--- config.mk ---
export PLATFORM = sky130hd
export DESIGN_NAME = tmr_irq_ctrl
export DESIGN_NICKNAME = d
export VERILOG_FILES = /design/src/rtl/tmr_irq_pkg.sv /design/src/rtl/tmr_irq_flag.sv /design/src/rtl/tmr_irq_regbus.sv /design/src/rtl/tmr_irq_ctrl.sv
export SDC_FILE = /design/constraint.sdc
export NUM_CORES = 1
export LEC_CHECK = 0
export CORE_MARGIN = 1
export CORE_UTILIZATION = 35
export CTS_CLUSTER_SIZE = 40
export DETAILED_ROUTE_END_ITERATION = 10
export PLACE_DENSITY = 0.79
export SLEW_MARGIN = 25
export SYNTH_ARGS = -nofsm -noshare
export SYNTH_HDL_FRONTEND = slang
export SYNTH_HIERARCHICAL = 1
export SYNTH_SLANG_ARGS = --single-unit
--- constraint.sdc ---
create_clock -name clk -period 0.8 [get_ports clk]
set_input_delay 0.08 -clock clk [delete_from_list [all_inputs] [get_ports clk]]
set_output_delay 0.08 -clock clk [all_outputs]
set_load 0.01 [all_outputs]
--- src/rtl/tmr_irq_pkg.sv ---
package tmr_irq_pkg;
    typedef enum logic {
        PEND_IDLE = 1'b0,
        PEND_SET  = 1'b1
    } pend_state_t;
endpackage

--- src/rtl/tmr_irq_flag.sv ---
module tmr_irq_flag
    import tmr_irq_pkg::*;
(
    input  logic clk,
    input  logic rst_n,
    input  logic evt,
    input  logic sw_set,
    input  logic sw_clr,
    input  logic en_we,
    input  logic en_d,
    output logic pend,
    output logic en
);
    pend_state_t state_q, state_d;
    logic        en_q;

    always_comb begin
        state_d = state_q;
        unique case (state_q)
            PEND_IDLE: if (evt || sw_set) state_d = PEND_SET;
            PEND_SET:  if (sw_clr && !evt) state_d = PEND_IDLE;
            default:   state_d = PEND_IDLE;
        endcase
    end

    always_ff @(posedge clk or negedge rst_n) begin
        if (!rst_n) begin
            state_q <= PEND_IDLE;
            en_q    <= 1'b0;
        end else begin
            state_q <= state_d;
            if (en_we) en_q <= en_d;
        end
    end

    always_comb begin
        pend = (state_q == PEND_SET);
        en   = en_q;
    end

    p_evt_sets_r3: assert property (@(posedge clk) disable iff (!rst_n)
        evt |=> pend);
    p_evt_beats_clr_r9: assert property (@(posedge clk) disable iff (!rst_n)
        (evt && sw_clr) |=> pend);
    p_zero_keeps_r4: assert property (@(posedge clk) disable iff (!rst_n)
        (pend && !sw_clr) |=> pend);
    p_clr_drops_r6: assert property (@(posedge clk) disable iff (!rst_n)
        (sw_clr && !evt && !sw_set) |=> !pend);
endmodule

--- src/rtl/tmr_irq_regbus.sv ---
module tmr_irq_regbus #(
    parameter int NUM_SRC   = 4,
    parameter int ADDR_W    = 2,
    parameter int CTRL_ADDR = 0,
    parameter int CLR_ADDR  = 1,
    localparam int DATA_W   = 2 * NUM_SRC
) (
    input  logic [ADDR_W-1:0]  bus_addr,
    input  logic               bus_we,
    input  logic [DATA_W-1:0]  bus_wdata,
    input  logic [NUM_SRC-1:0] pend_vec,
    input  logic [NUM_SRC-1:0] en_vec,
    output logic [NUM_SRC-1:0] set_vec,
    output logic [NUM_SRC-1:0] clr_vec,
    output logic               en_we,
    output logic [NUM_SRC-1:0] en_d,
    output logic [DATA_W-1:0]  bus_rdata
);
    logic hit_ctrl, hit_clr;

    always_comb begin
        hit_ctrl  = (bus_addr == ADDR_W'(CTRL_ADDR));
        hit_clr   = (bus_addr == ADDR_W'(CLR_ADDR));
        en_we     = bus_we && hit_ctrl;
        en_d      = bus_wdata[DATA_W-1:NUM_SRC];
        set_vec   = (bus_we && hit_ctrl) ? bus_wdata[NUM_SRC-1:0] : '0;
        clr_vec   = (bus_we && hit_clr)  ? bus_wdata[NUM_SRC-1:0] : '0;
        bus_rdata = hit_ctrl ? {en_vec, pend_vec} : '0;
    end

    always_comb begin
        p_set_clr_excl_r6: assert ((set_vec & clr_vec) == '0);
    end
endmodule

--- src/rtl/tmr_irq_ctrl.sv ---
module tmr_irq_ctrl #(
    parameter int NUM_SRC   = 4,
    parameter int ADDR_W    = 2,
    parameter int CTRL_ADDR = 0,
    parameter int CLR_ADDR  = 1,
    localparam int DATA_W   = 2 * NUM_SRC
) (
    input  logic               clk,
    input  logic               rst_n,
    input  logic [NUM_SRC-1:0] evt_i,
    input  logic [ADDR_W-1:0]  bus_addr,
    input  logic               bus_we,
    input  logic [DATA_W-1:0]  bus_wdata,
    output logic [DATA_W-1:0]  bus_rdata,
    output logic               irq_o
);
    logic [NUM_SRC-1:0] pend_vec, en_vec, set_vec, clr_vec, en_d;
    logic               en_we;
    logic               irq_q;

    tmr_irq_regbus #(
        .NUM_SRC(NUM_SRC), .ADDR_W(ADDR_W),
        .CTRL_ADDR(CTRL_ADDR), .CLR_ADDR(CLR_ADDR)
    ) u_bus (
        .bus_addr(bus_addr), .bus_we(bus_we), .bus_wdata(bus_wdata),
        .pend_vec(pend_vec), .en_vec(en_vec),
        .set_vec(set_vec), .clr_vec(clr_vec),
        .en_we(en_we), .en_d(en_d), .bus_rdata(bus_rdata)
    );

    for (genvar g = 0; g < NUM_SRC; g++) begin : g_src
        tmr_irq_flag u_flag (
            .clk(clk), .rst_n(rst_n),
            .evt(evt_i[g]), .sw_set(set_vec[g]), .sw_clr(clr_vec[g]),
            .en_we(en_we), .en_d(en_d[g]),
            .pend(pend_vec[g]), .en(en_vec[g])
        );
    end

    always_ff @(posedge clk or negedge rst_n) begin
        if (!rst_n) irq_q <= 1'b0;
        else        irq_q <= |(pend_vec & en_vec);
    end

    assign irq_o = irq_q;

    p_irq_rise_r8: assert property (@(posedge clk) disable iff (!rst_n)
        (|(pend_vec & en_vec)) |=> irq_o);
    p_no_irq_disabled_r7: assert property (@(posedge clk) disable iff (!rst_n)
        !(|(pend_vec & en_vec)) |=> !irq_o);
    p_read_stable_r10: assert property (@(posedge clk) disable iff (!rst_n)
        (!bus_we && evt_i == '0) |=> $stable(pend_vec) && $stable(en_vec));
endmodule

==> out/qor.txt <==
Max cap viols: 0
Maximum clock path buffer count: 2
Crit. Startpoint: g_src[3].u_flag/en
Syn Nets: 68
Antenna Cells: 0
Yosys warns: 6
DRT Pass-1 Iters: 4
Failing checks: negative setup slack
Fill cell count: 122
Final core occ: 67.5%
DR DRC count: 0
TritonCTS Buffers: 3
# rows: 14
CTS Sinks: 9
Hold WC Path Type: input port to async pin
Critical R2R Capture: g_src[1].u_flag/pend
Setup TNS: -2.89 ns
Ys async rst share: 100%
Number of distinct library cells after synthesis: 12
Final nets: 109
Clk slew on worst S/H paths: 0.07 ns
Synthesized area: 573 um2
RR Startpoint: g_src[1].u_flag/pend
Port-buffer cells: 25
Final worst slack: -0.231 ns
Cell accounting for the most synthesized area: dfrtp_1
CP startpoint kind: register
Crit-path slowest cell: dfrtp_1
Area Growth Syn to Fin: 79.5%
Final setup violation count: 18
Pwr/cell area: 1360 nW/um2
Die span in x: 42.5 um
DIE AREA: 1800 um2
Total Routing Usage GR: 19.7%
Hold buffer count at cts: 0
Remaining Overflow, GRT: 0
Vias per cell: 5.24
Yosys top cell area share: 39.3%
Min Tclk post-route: 1.03 ns
Worst path cell trace: nor3b_2, buf_2
CTS tree: done
Actual slew at the worst max-slew pin: 0.348 ns
Worst Setup EP: bus_rdata[7]
Die Height: 42.5 um
H-tree depth reported by CTS: 1
Detail Route Antenna Nets: 0
Buf+Inv Stages, Crit Path: 1
Crit path largest cell delay: 0.36 ns
Peak supply drop: 1.24 mV
Core area: 1520 um2
DP HPWL: 1060 um
Pre-CTS setup slack: -0.722 ns
Outcome: finished, violations left
Post-synthesis sequential area ratio: 39.3%
Final Slew Violations: 0
Clock root buffer: clkbuf_4
Ratio of cells with drive above 1 in the final layout: 58.2%
Routability congestion estimate: 0.679
Initial Utilization: 37.6%
First-pass GRT wire length: 2620 um
Commonest cells in the netlist: dfrtp_1 (9), nor3b_1 (9), nand2_1 (5)
Top cells by area, synth: dfrtp_1 (39%), nor3b_1 (12%), and4bb_2 (8.7%)
Worst-Skew Late Latency: 0.26 ns
WL final: 1520 um
Initial antenna violation count: 0
EDFF count, synth: 0
Avg Cell Area, Syn: 11.2 um2
Pleak: 0.445 nW
Rel. slew slack: 76.8%
Synth Instances: 51
R2r setup slk: -0.22 ns
Unrepaired setup endpoints after global routing: true
CP Data Arrival Time: 0.95 ns
Final Hold Viols: 0
Critical Path Sink Type: output port
Worst setup path class: register to output port
Prevailing post-synth register cell: dfrtp_1
I/O Pins: 26
Critical path depth: 2
Cell count of the worst reg-to-reg path: 3
Drt wl/cell: 14.2 um
Vias: 561
Maximum clock frequency: 0.970 GHz
Seq cells post-synth: 9
1st-iter DRT viols: 6
Req. time, crit path: 0.72 ns
Pin count of the biggest net entering global routing: 10
CP Max Fanout: 2
Final Cycle Share: 129%
Clock skew: 0.00176 ns
Number of global-route vias before repair: 604
Crit path max-delay family: flip-flops
[report_power, final]
part | total, W | switching [W] | internal, W
logic | 0.000499 | 0.000167 | 0.000332
registers | 0.000536 | 0.0000293 | 0.000507
clock network | 0.000363 | 0.000178 | 0.000185
total | 0.00140 | 0.000374 | 0.00102
[cell type report]
class	count	area [um2]	area share (%)
clock inverters	1	5.00	0.487
repair buffers	42	389	37.8
clock buffers	3	22.5	2.19
flip-flops and latches	9	225	21.9
well taps	16	20.0	1.95
multi-input cells	36	367	35.6
[flip-flops by register name (all words and copies together) (netlist names)]
register,flops
g_src.u_flag/en,4
g_src.u_flag/pend,4
irq_o,1
[kinds of logic (layout without fill, tap and decap cells)]
group	after synthesis	count (layout)	share of synthesized area (%)
DFF	9	9	39.3
and+or+nand+nor	26	26	35.8
AOI/OAI and AO/OA	6	6	7.86
buffers and inverters	6	46	9.17
muxes	4	4	7.86
[layout by cell type, fill, tap and decap left out, drive strengths merged, types with 3 or more instances in the layout]
cell type      count
or2                4
clkbuf             3
buf               28
a21o               4
and4b              4
clkdlybuf4s50     13
nand2              5
and4bb             4
nor3b              9
mux2               4
dfrtp              9
[layer usage]
metal / wire length (um) / vias to the layer above / track usage [%]
li1: - / 272 / -
met5: 0 / - / 0
met2: 846 / 19 / 34.8
met1: 588 / 268 / 21.2
met4: 10 / 0 / 8.75
met3: 71 / 2 / 6.47
[metrics by stage]
| step | power (W) | hold WS (ns) | cells | area (um2) |
|---|---|---|---|---|
| floorplan | 0.000706 | -0.216 | 51 | 584 |
| global placement | 0.000957 | 0.409 | 100 | 920 |
| detailed placement | 0.000968 | 0.410 | 100 | 920 |
| CTS | 0.00139 | 0.114 | 106 | 1000 |
| global route | 0.00149 | 0.118 | 107 | 1030 |
| finish | 0.00140 | 0.125 | 107 | 1030 |
[how the worst min path moves through the flow]
stage | start | slack, ns | to | cells after the start
3_3_place_gp | rst_n | 0.41 | g_src[0].u_flag/pend | 2
4_1_cts | rst_n | 0.11 | g_src[0].u_flag/pend | 2
3_5_place_dp | rst_n | 0.41 | g_src[0].u_flag/pend | 2
5_1_grt | rst_n | 0.12 | g_src[0].u_flag/pend | 2
6_report | rst_n | 0.12 | g_src[0].u_flag/pend | 2
2_1_floorplan | rst_n | -0.22 | g_src[0].u_flag/en | 0
[timing repair]
| item | CTS | global route |
|---|---|---|
| gates cloned | 0 | 0 |
| pin swaps | 4 | 3 |
| resized for setup | 65 | 5 |
| endpoints found under the setup margin | 18 | 18 |
| buffers inserted | 2 | 1 |
Note: power is estimated with default switching activity, not from simulation.
